$ cat config.mk
export PLATFORM = sky130hd
export DESIGN_NAME = bankreg_file
export DESIGN_NICKNAME = d
export VERILOG_FILES = /design/src/rtl/bankreg_pkg.sv /design/src/rtl/bank_ctrl.sv /design/src/rtl/gpr_array.sv /design/src/rtl/fpr_array.sv /design/src/rtl/dbg_view.sv /design/src/rtl/bankreg_file.sv
export SDC_FILE = /design/constraint.sdc
export NUM_CORES = 2
export LEC_CHECK = 0
export BUFFER_PORTS_ARGS = -buffer_cell sky130_fd_sc_hd__buf_2
export CORE_UTILIZATION = 40
export DETAILED_ROUTE_END_ITERATION = 7
export SYNTH_ARGS = -nofsm -noshare
export SYNTH_HDL_FRONTEND = slang
export SYNTH_SLANG_ARGS = --single-unit
$ cat constraint.sdc
create_clock -name clk -period 6.2 [get_ports clk]
set_input_delay 0.31 -clock clk [delete_from_list [all_inputs] [get_ports clk]]
set_output_delay 0.31 -clock clk [all_outputs]
set_load 0.01 [all_outputs]
$ cat src/rtl/bankreg_pkg.sv
package bankreg_pkg;

    typedef enum logic {IB_BANK0 = 1'b0, IB_BANK1 = 1'b1} ibank_e;
    typedef enum logic {FB_BANK0 = 1'b0, FB_BANK1 = 1'b1} fbank_e;

    localparam int ST_W        = 32;
    localparam int ST_PRIV_BIT = 30;
    localparam int ST_BANK_BIT = 29;
    localparam int ST_T_BIT    = 0;
    localparam int ST_S_BIT    = 1;
    localparam int ST_Q_BIT    = 8;
    localparam int ST_M_BIT    = 9;

    localparam logic [ST_W-1:0] ST_KEEP  = 32'h7000_83F3;
    localparam logic [ST_W-1:0] ST_FLAGS = 32'h0000_0303;
    localparam logic [ST_W-1:0] ST_BODY  = ST_KEEP & ~ST_FLAGS;
    localparam logic [ST_W-1:0] ST_RESET = 32'h7000_00F0;

    localparam int              FC_SWAP_BIT = 21;
    localparam logic [ST_W-1:0] FC_KEEP     = 32'h003F_FFFF;
    localparam logic [ST_W-1:0] FC_RESET    = 32'h0004_0001;

    // debug index layout (a debugger decodes these positions)
    localparam int DBG_STATUS   = 22;
    localparam int DBG_FCTRL    = 24;
    localparam int DBG_FP_FIRST = 25;
    localparam int DBG_B0_FIRST = 43;

endpackage

$ cat src/rtl/bank_ctrl.sv
module bank_ctrl
    import bankreg_pkg::*;
(
    input  logic            clk,
    input  logic            rst_n,
    input  logic            st_wr_en,
    input  logic [ST_W-1:0] st_wr_data,
    input  logic            flag_wr_en,
    input  logic [3:0]      flag_wr_data,
    input  logic            fc_wr_en,
    input  logic [ST_W-1:0] fc_wr_data,
    output logic [ST_W-1:0] st_rd_data,
    output logic [ST_W-1:0] fc_rd_data,
    output ibank_e          ibank,
    output fbank_e          fbank
);

    logic [ST_W-1:0] body_q;
    logic [ST_W-1:0] fc_q;
    logic            t_q, s_q, q_q, m_q;
    ibank_e          ib_state, ib_next;
    fbank_e          fb_state, fb_next;
    logic            req_hi;
    logic            req_fr;

    assign req_hi = st_wr_data[ST_PRIV_BIT] & st_wr_data[ST_BANK_BIT];
    assign req_fr = fc_wr_data[FC_SWAP_BIT];

    // next-state logic
    always_comb begin
        ib_next = ib_state;
        unique case (ib_state)
            IB_BANK0: if (st_wr_en && req_hi)  ib_next = IB_BANK1;
            IB_BANK1: if (st_wr_en && !req_hi) ib_next = IB_BANK0;
        endcase
        fb_next = fb_state;
        unique case (fb_state)
            FB_BANK0: if (fc_wr_en && req_fr)  fb_next = FB_BANK1;
            FB_BANK1: if (fc_wr_en && !req_fr) fb_next = FB_BANK0;
        endcase
    end

    // state register
    always_ff @(posedge clk or negedge rst_n) begin
        if (!rst_n) begin
            ib_state <= IB_BANK1;
            fb_state <= FB_BANK0;
        end else begin
            ib_state <= ib_next;
            fb_state <= fb_next;
        end
    end

    // control word and flag storage
    always_ff @(posedge clk or negedge rst_n) begin
        if (!rst_n) begin
            body_q <= ST_RESET & ST_BODY;
            fc_q   <= FC_RESET;
            t_q    <= ST_RESET[ST_T_BIT];
            s_q    <= ST_RESET[ST_S_BIT];
            q_q    <= ST_RESET[ST_Q_BIT];
            m_q    <= ST_RESET[ST_M_BIT];
        end else begin
            if (st_wr_en) begin
                body_q <= st_wr_data & ST_BODY;
                t_q    <= st_wr_data[ST_T_BIT];
                s_q    <= st_wr_data[ST_S_BIT];
                q_q    <= st_wr_data[ST_Q_BIT];
                m_q    <= st_wr_data[ST_M_BIT];
            end else if (flag_wr_en) begin
                {m_q, q_q, s_q, t_q} <= flag_wr_data;
            end
            if (fc_wr_en) fc_q <= fc_wr_data & FC_KEEP;
        end
    end

    // outputs
    always_comb begin
        st_rd_data           = body_q;
        st_rd_data[ST_T_BIT] = t_q;
        st_rd_data[ST_S_BIT] = s_q;
        st_rd_data[ST_Q_BIT] = q_q;
        st_rd_data[ST_M_BIT] = m_q;
        fc_rd_data           = fc_q;
        ibank                = ib_state;
        fbank                = fb_state;
    end

    // bank state agrees with the stored status bits
    a_r2_state_tracks_status: assert property (@(posedge clk) disable iff (!rst_n)
        (ib_state == IB_BANK1) == (body_q[ST_PRIV_BIT] && body_q[ST_BANK_BIT]));

    // float bank state agrees with the stored swap bit
    a_r5_fbank_tracks_ctrl: assert property (@(posedge clk) disable iff (!rst_n)
        (fb_state == FB_BANK1) == fc_q[FC_SWAP_BIT]);

    // no bits outside the keep masks
    a_r6_status_masked: assert property (@(posedge clk) disable iff (!rst_n)
        ((st_rd_data & ~ST_KEEP) == '0) && ((fc_rd_data & ~FC_KEEP) == '0));

    // a status write overrides a same-cycle flag update
    a_r7_status_write_wins: assert property (@(posedge clk) disable iff (!rst_n)
        (st_wr_en && flag_wr_en) |=>
            (st_rd_data[ST_T_BIT] == $past(st_wr_data[ST_T_BIT])) &&
            (st_rd_data[ST_M_BIT] == $past(st_wr_data[ST_M_BIT])));

endmodule

$ cat src/rtl/gpr_array.sv
module gpr_array
    import bankreg_pkg::*;
#(
    parameter  int DATA_W     = 32,
    parameter  int NUM_GPR    = 16,
    parameter  int NUM_BANKED = 8,
    localparam int IDX_W      = $clog2(NUM_GPR),
    localparam int NUM_SHARED = NUM_GPR - NUM_BANKED,
    localparam int BIDX_W     = $clog2(NUM_BANKED),
    localparam int SIDX_W     = $clog2(NUM_SHARED)
) (
    input  logic                                    clk,
    input  logic                                    rst_n,
    input  ibank_e                                  ibank,
    input  logic                                    wr_en,
    input  logic [IDX_W-1:0]                        wr_idx,
    input  logic [DATA_W-1:0]                       wr_data,
    input  logic [IDX_W-1:0]                        rd_a_idx,
    output logic [DATA_W-1:0]                       rd_a_data,
    input  logic [IDX_W-1:0]                        rd_b_idx,
    output logic [DATA_W-1:0]                       rd_b_data,
    output logic [1:0][NUM_BANKED-1:0][DATA_W-1:0]  banked_q,
    output logic [NUM_SHARED-1:0][DATA_W-1:0]       shared_q
);

    for (genvar b = 0; b < 2; b++) begin : g_bank
        for (genvar r = 0; r < NUM_BANKED; r++) begin : g_reg
            always_ff @(posedge clk or negedge rst_n) begin
                if (!rst_n)
                    banked_q[b][r] <= '0;
                else if (wr_en && wr_idx == IDX_W'(r) && logic'(ibank) == 1'(b))
                    banked_q[b][r] <= wr_data;
            end
        end
    end

    for (genvar s = 0; s < NUM_SHARED; s++) begin : g_shared
        always_ff @(posedge clk or negedge rst_n) begin
            if (!rst_n)
                shared_q[s] <= '0;
            else if (wr_en && wr_idx == IDX_W'(NUM_BANKED + s))
                shared_q[s] <= wr_data;
        end
    end

    function automatic logic [DATA_W-1:0] view(input logic [IDX_W-1:0] idx);
        if (idx < IDX_W'(NUM_BANKED))
            return banked_q[ibank][BIDX_W'(idx)];
        else
            return shared_q[SIDX_W'(idx - IDX_W'(NUM_BANKED))];
    endfunction

    assign rd_a_data = view(rd_a_idx);
    assign rd_b_data = view(rd_b_idx);

    // a banked write goes to the bank active before the edge
    a_r4_write_lands_old_bank: assert property (@(posedge clk) disable iff (!rst_n)
        (wr_en && wr_idx < IDX_W'(NUM_BANKED)) |=>
            banked_q[$past(ibank)][BIDX_W'($past(wr_idx))] == $past(wr_data));

    // without a write, a bank change moves no data
    a_r3_swap_moves_nothing: assert property (@(posedge clk) disable iff (!rst_n)
        !wr_en |=> ($stable(banked_q) && $stable(shared_q)));

endmodule

$ cat src/rtl/fpr_array.sv
module fpr_array
    import bankreg_pkg::*;
#(
    parameter  int DATA_W  = 32,
    parameter  int NUM_FPR = 16,
    localparam int FIDX_W  = $clog2(NUM_FPR)
) (
    input  logic                                 clk,
    input  logic                                 rst_n,
    input  fbank_e                               fbank,
    input  logic                                 wr_en,
    input  logic [FIDX_W-1:0]                    wr_idx,
    input  logic [DATA_W-1:0]                    wr_data,
    input  logic [FIDX_W-1:0]                    rd_idx,
    output logic [DATA_W-1:0]                    rd_data,
    output logic [1:0][NUM_FPR-1:0][DATA_W-1:0]  slots_q
);

    logic [FIDX_W-1:0] wr_slot;
    assign wr_slot = wr_idx ^ FIDX_W'(1);

    for (genvar b = 0; b < 2; b++) begin : g_bank
        for (genvar s = 0; s < NUM_FPR; s++) begin : g_slot
            always_ff @(posedge clk or negedge rst_n) begin
                if (!rst_n)
                    slots_q[b][s] <= '0;
                else if (wr_en && wr_slot == FIDX_W'(s) && logic'(fbank) == 1'(b))
                    slots_q[b][s] <= wr_data;
            end
        end
    end

    assign rd_data = slots_q[fbank][rd_idx ^ FIDX_W'(1)];

    // register i is held in slot i xor 1 of the pre-edge bank
    a_r11_slot_swapped: assert property (@(posedge clk) disable iff (!rst_n)
        wr_en |=> slots_q[$past(fbank)][$past(wr_idx) ^ FIDX_W'(1)] == $past(wr_data));

endmodule

$ cat src/rtl/dbg_view.sv
module dbg_view
    import bankreg_pkg::*;
#(
    parameter  int DATA_W     = 32,
    parameter  int NUM_GPR    = 16,
    parameter  int NUM_BANKED = 8,
    parameter  int NUM_FPR    = 16,
    parameter  int DBG_W      = 7,
    localparam int IDX_W      = $clog2(NUM_GPR),
    localparam int NUM_SHARED = NUM_GPR - NUM_BANKED,
    localparam int BIDX_W     = $clog2(NUM_BANKED),
    localparam int SIDX_W     = $clog2(NUM_SHARED),
    localparam int FIDX_W     = $clog2(NUM_FPR),
    localparam int FP_END     = DBG_FP_FIRST + NUM_FPR,
    localparam int B1_FIRST   = DBG_B0_FIRST + NUM_BANKED,
    localparam int B1_END     = B1_FIRST + NUM_BANKED
) (
    input  logic                                    clk,
    input  logic                                    rst_n,
    input  logic [DBG_W-1:0]                        dbg_idx,
    input  ibank_e                                  ibank,
    input  fbank_e                                  fbank,
    input  logic [1:0][NUM_BANKED-1:0][DATA_W-1:0]  banked_q,
    input  logic [NUM_SHARED-1:0][DATA_W-1:0]       shared_q,
    input  logic [1:0][NUM_FPR-1:0][DATA_W-1:0]     slots_q,
    input  logic [ST_W-1:0]                         st_rd_data,
    input  logic [ST_W-1:0]                         fc_rd_data,
    output logic [DATA_W-1:0]                       dbg_data,
    output logic                                    dbg_unsup
);

    logic [IDX_W-1:0] gidx;

    always_comb begin
        dbg_data  = '0;
        dbg_unsup = 1'b0;
        gidx      = IDX_W'(dbg_idx);
        if (dbg_idx < DBG_W'(NUM_GPR)) begin
            if (gidx < IDX_W'(NUM_BANKED))
                dbg_data = banked_q[ibank][BIDX_W'(gidx)];
            else
                dbg_data = shared_q[SIDX_W'(gidx - IDX_W'(NUM_BANKED))];
        end else if (dbg_idx == DBG_W'(DBG_STATUS)) begin
            dbg_data = DATA_W'(st_rd_data);
        end else if (dbg_idx == DBG_W'(DBG_FCTRL)) begin
            dbg_data = DATA_W'(fc_rd_data);
        end else if (dbg_idx >= DBG_W'(DBG_FP_FIRST) && dbg_idx < DBG_W'(FP_END)) begin
            dbg_data = slots_q[fbank][FIDX_W'(dbg_idx - DBG_W'(DBG_FP_FIRST)) ^ FIDX_W'(1)];
        end else if (dbg_idx >= DBG_W'(DBG_B0_FIRST) && dbg_idx < DBG_W'(B1_FIRST)) begin
            dbg_data = banked_q[0][BIDX_W'(dbg_idx - DBG_W'(DBG_B0_FIRST))];
        end else if (dbg_idx >= DBG_W'(B1_FIRST) && dbg_idx < DBG_W'(B1_END)) begin
            dbg_data = banked_q[1][BIDX_W'(dbg_idx - DBG_W'(B1_FIRST))];
        end else begin
            dbg_unsup = 1'b1;
        end
    end

    // an unsupported index always returns zero
    a_r8_unsup_reads_zero: assert property (@(posedge clk) disable iff (!rst_n)
        dbg_unsup |-> (dbg_data == '0));

    // everything past the bank-1 range is unsupported
    a_r10_above_range_unsupported: assert property (@(posedge clk) disable iff (!rst_n)
        (dbg_idx >= DBG_W'(B1_END)) |-> dbg_unsup);

endmodule

$ cat src/rtl/bankreg_file.sv
module bankreg_file
    import bankreg_pkg::*;
#(
    parameter  int DATA_W     = 32,
    parameter  int NUM_GPR    = 16,
    parameter  int NUM_BANKED = 8,
    parameter  int NUM_FPR    = 16,
    parameter  int DBG_W      = 7,
    localparam int IDX_W      = $clog2(NUM_GPR),
    localparam int FIDX_W     = $clog2(NUM_FPR),
    localparam int NUM_SHARED = NUM_GPR - NUM_BANKED
) (
    input  logic              clk,
    input  logic              rst_n,
    input  logic [IDX_W-1:0]  rd_a_idx,
    output logic [DATA_W-1:0] rd_a_data,
    input  logic [IDX_W-1:0]  rd_b_idx,
    output logic [DATA_W-1:0] rd_b_data,
    input  logic              wr_en,
    input  logic [IDX_W-1:0]  wr_idx,
    input  logic [DATA_W-1:0] wr_data,
    input  logic [FIDX_W-1:0] fp_rd_idx,
    output logic [DATA_W-1:0] fp_rd_data,
    input  logic              fp_wr_en,
    input  logic [FIDX_W-1:0] fp_wr_idx,
    input  logic [DATA_W-1:0] fp_wr_data,
    input  logic              flag_wr_en,
    input  logic [3:0]        flag_wr_data,
    input  logic              st_wr_en,
    input  logic [ST_W-1:0]   st_wr_data,
    output logic [ST_W-1:0]   st_rd_data,
    input  logic              fc_wr_en,
    input  logic [ST_W-1:0]   fc_wr_data,
    output logic [ST_W-1:0]   fc_rd_data,
    input  logic [DBG_W-1:0]  dbg_idx,
    output logic [DATA_W-1:0] dbg_data,
    output logic              dbg_unsup
);

    ibank_e                                  ibank;
    fbank_e                                  fbank;
    logic [1:0][NUM_BANKED-1:0][DATA_W-1:0]  banked_q;
    logic [NUM_SHARED-1:0][DATA_W-1:0]       shared_q;
    logic [1:0][NUM_FPR-1:0][DATA_W-1:0]     slots_q;

    bank_ctrl u_ctrl (
        .clk          (clk),
        .rst_n        (rst_n),
        .st_wr_en     (st_wr_en),
        .st_wr_data   (st_wr_data),
        .flag_wr_en   (flag_wr_en),
        .flag_wr_data (flag_wr_data),
        .fc_wr_en     (fc_wr_en),
        .fc_wr_data   (fc_wr_data),
        .st_rd_data   (st_rd_data),
        .fc_rd_data   (fc_rd_data),
        .ibank        (ibank),
        .fbank        (fbank)
    );

    gpr_array #(
        .DATA_W     (DATA_W),
        .NUM_GPR    (NUM_GPR),
        .NUM_BANKED (NUM_BANKED)
    ) u_gpr (
        .clk       (clk),
        .rst_n     (rst_n),
        .ibank     (ibank),
        .wr_en     (wr_en),
        .wr_idx    (wr_idx),
        .wr_data   (wr_data),
        .rd_a_idx  (rd_a_idx),
        .rd_a_data (rd_a_data),
        .rd_b_idx  (rd_b_idx),
        .rd_b_data (rd_b_data),
        .banked_q  (banked_q),
        .shared_q  (shared_q)
    );

    fpr_array #(
        .DATA_W  (DATA_W),
        .NUM_FPR (NUM_FPR)
    ) u_fpr (
        .clk     (clk),
        .rst_n   (rst_n),
        .fbank   (fbank),
        .wr_en   (fp_wr_en),
        .wr_idx  (fp_wr_idx),
        .wr_data (fp_wr_data),
        .rd_idx  (fp_rd_idx),
        .rd_data (fp_rd_data),
        .slots_q (slots_q)
    );

    dbg_view #(
        .DATA_W     (DATA_W),
        .NUM_GPR    (NUM_GPR),
        .NUM_BANKED (NUM_BANKED),
        .NUM_FPR    (NUM_FPR),
        .DBG_W      (DBG_W)
    ) u_dbg (
        .clk        (clk),
        .rst_n      (rst_n),
        .dbg_idx    (dbg_idx),
        .ibank      (ibank),
        .fbank      (fbank),
        .banked_q   (banked_q),
        .shared_q   (shared_q),
        .slots_q    (slots_q),
        .st_rd_data (st_rd_data),
        .fc_rd_data (fc_rd_data),
        .dbg_data   (dbg_data),
        .dbg_unsup  (dbg_unsup)
    );

endmodule

==> run metrics <==
hold_sp=wr_data[3]; nets=7142; RSZ-0062 raised after global routing=no; MaxCap Viol Count=0; # Post-CTS Setup Buffers=0; hpwl dp=214000 µm; initial drt markers=6204; Critical Path, Cell by Cell=buf_4 > mux4_2 > nand2_1 > o21ai_0 > mux4_2 > nand2_1 > o21ai_0 > buf_4 > buf_2; Die Wd=520 µm; first-pass GRT wire length=513000 µm; num rows=189; antenna violations before repair=34; Top Ports=359; final setup fails=0; Avg Cell Area, Syn=15.4 µm²; status=complete, no violations; post-synth top area share=42.4%; number of port buffers=298; worst setup path class=register to output pin; Vias/cell=6.46; largest cells by area after synthesis=dfrtp_1 42%, mux4_2 27%, mux2_2 20%, mux2i_1 2.5%, clkbuf_1 1.3%; fmax=186 MHz; via count=69000; count of cell types in the netlist=66; power per cell area=337 mW/mm²; chip height=520 µm; Syn. warnings=0; GR Overflow Total=0; H-tree lvl count=4; CTS tree=built; gpl congestion=0.853; Tightest Pin Transition=1280 ps; CTS buffer count=203; Routed Antenna Nets=0; CP Launch Type=register; Tcrit/Tclk final=86.9%; Worst VDD drop=0.327 mV; # DRC=0; Area Overhead vs Synth=11.8%; fraction of registers with async set or reset after synthesis=100%; Crit Path Max Fanout=49; drt pass-1 iters=7; worst rel slew slack=14.7%; vias in the first global route=70700; share of cells above drive strength 1=57.3%; Clock Skew=28.7 ps; CP max-delay cell=dfstp_4; Synth Register Bits=1827; Critical Path AT=5080 ps; all-layer global routing usage=26.0%; Worst Setup End Kind=output pin; Top FF cell, synth=dfrtp_1; Die ar.=0.270 mm²; Mapped Cells=6977; slowest stage delay, CP=1190 ps; clk slew on worst S/H paths=60 ps; Fin. Hold Viols=0; Period minus WS final=5390 ps; Filler Cell Count=23200; final core utilization=45.1%; DR WL/cell=32.9 µm; clock root buffer=clkbuf_16; Setup TNS=0 ps; buffers from clock root to sink, at most=3; Leak=49.7 nW; CP required=5890 ps; clk sink count=1827; Post-synth EDFFs=0; Skew-Pair Late Insertion Delay=870 ps; Final Total Pwr=40.4 mW; Core ar.=0.266 mm²; worst hold path class=input port to register; post-synth top area cell=dfrtp_1; Starting Density=40.3%; total wire length=351000 µm; post-synthesis sequential area ratio=42.6%; max-slew violation count=0; Post-Syn Area=0.107 mm²; largest net degree at the start of global routing=171
cell type report:
class / count / area, µm² / area share (%)
Sequential cell: 1827 / 45700 / 38.1
Clock inverter: 80 / 1150 / 0.961
Inverter: 4 / 20.0 / 0.0167
Timing Repair Buffer: 549 / 4080 / 3.40
Antenna cell: 8 / 20.0 / 0.0167
Multi-Input combinational cell: 4386 / 58600 / 48.8
Clock buffer: 299 / 6040 / 5.03
Tap cell: 3533 / 4420 / 3.68
synth_stat cells, drive strengths merged, types with 5 or more instances:
cell	instances
mux2	1877
dfrtp	1817
mux4	1308
buf	426
clkbuf	363
nand2	303
mux2i	263
a21oi	132
nor2	105
nand3	59
o21ai	44
o22ai	36
a32oi	30
nor2b	25
a211oi	22
nor3	16
o221ai	16
a31oi	12
a22oi	11
dfstp	10
nand4	8
o31ai	8
nor3b	7
o41ai	7
a32o	5
ha	5
or3	5
placed cells by master, fill, tap and decap left out, types with 9 or more instances in the layout:
cell / Yosys / final
o22ai_1: 36 / 36
clkbuf_8: 0 / 58
buf_4: 76 / 157
nor3_1: 15 / 14
mux2_1: 9 / 9
o21ai_0: 37 / 37
nor2_4: 0 / 25
nand2_2: 0 / 9
nand3_1: 59 / 52
clkbuf_16: 0 / 204
dlygate4sd3_1: 0 / 63
buf_2: 244 / 282
buf_12: 0 / 36
a22oi_1: 11 / 11
a21oi_1: 132 / 132
nor2b_1: 25 / 23
mux4_2: 1308 / 1308
a32oi_1: 30 / 29
conb_1: 1 / 30
mux2i_1: 263 / 263
nand2_1: 303 / 288
a211oi_1: 22 / 22
dfstp_2: 10 / 9
bufinv_16: 0 / 21
o221ai_1: 16 / 16
clkinv_2: 0 / 36
a31oi_1: 12 / 11
nor2_1: 105 / 79
mux2_2: 1868 / 1868
clkbuf_1: 363 / 37
dfrtp_1: 1817 / 1816
registers in the layout (all words and copies together), names as in the netlist, named ones only:
register           cells
u_fpr.slots_q       1024
u_gpr.banked_q       512
u_gpr.shared_q       256
u_ctrl.fc_rd_data     22
u_ctrl.body_q          8
u_ctrl.m_q             1
u_ctrl.q_q             1
u_ctrl.s_q             1
u_ctrl.t_q             1
report_power, final:
part / total (mW) / switching, mW / internal [mW]
sequential: 16.9 / 2.36 / 14.5
combinational: 10.6 / 4.20 / 6.39
clock: 13.0 / 5.33 / 7.65
total: 40.4 / 11.9 / 28.6
layer usage:
metal  global-route usage, %  vias to the layer above  part of all wire, %
met5                       0                        -                0.056
met3                    5.78                      739                  7.7
met1                    34.8                    37600                   41
li1                        -                    27500                    -
met2                    40.6                     3114                   47
met4                    11.3                       34                  4.7
cells by family (layout without fill, tap and decap cells):
group	after synthesis	in the layout	share of synthesized area, %
AO/OA/AOI/OAI	340	340	2.00
XOR/XNOR	7	7	0.0641
adder cells (fa/ha/maj)	5	5	0.0583
buffers and inverters	793	932	3.42
flip-flops	1827	1827	42.6
multiplexers	3448	3448	49.6
other	1	38	0.00349
AND/OR/NAND/NOR	556	556	2.25
path summary, 6_finish.rpt:
check | endpoint | cells after the start | slack, ps
max reg2reg | u_gpr.banked_q[365] | 5 | 1940
min reg2reg | u_fpr.slots_q[74] | 1 | 520
max in group asynchronous | u_fpr.slots_q[524] | 4 | 3990
max | dbg_data[16] | 9 | 810
min in group asynchronous | u_gpr.shared_q[152] | 3 | 500
min | u_gpr.shared_q[3] | 2 | 60
critical path: cells and delay by family, from the launching register on:
| family | cells | cell delay, ps |
|---|---|---|
| flops | 1 | 1190 |
| mux | 2 | 1140 |
| buf+inv | 3 | 970 |
| compound gates | 2 | 600 |
| simple gates | 2 | 220 |
repair_timing:
item | 4_1_cts | 5_1_grt
endpoints found under the hold margin | 527 | 0
hold buffers | 63 | 0
gates resized for setup | 0 | 0
metrics by stage:
stage	cells	area (µm²)	hold slack [ps]	worst slack [ps]
floorplan	7006	107000	14.4	2540
global placement	10200	112000	320	882
detailed placement	10200	112000	322	845
CTS	10700	120000	2.17	681
global route	10700	120000	58.2	635
finish	10700	120000	63.7	813
Note: power is estimated with default switching activity, not from simulation.
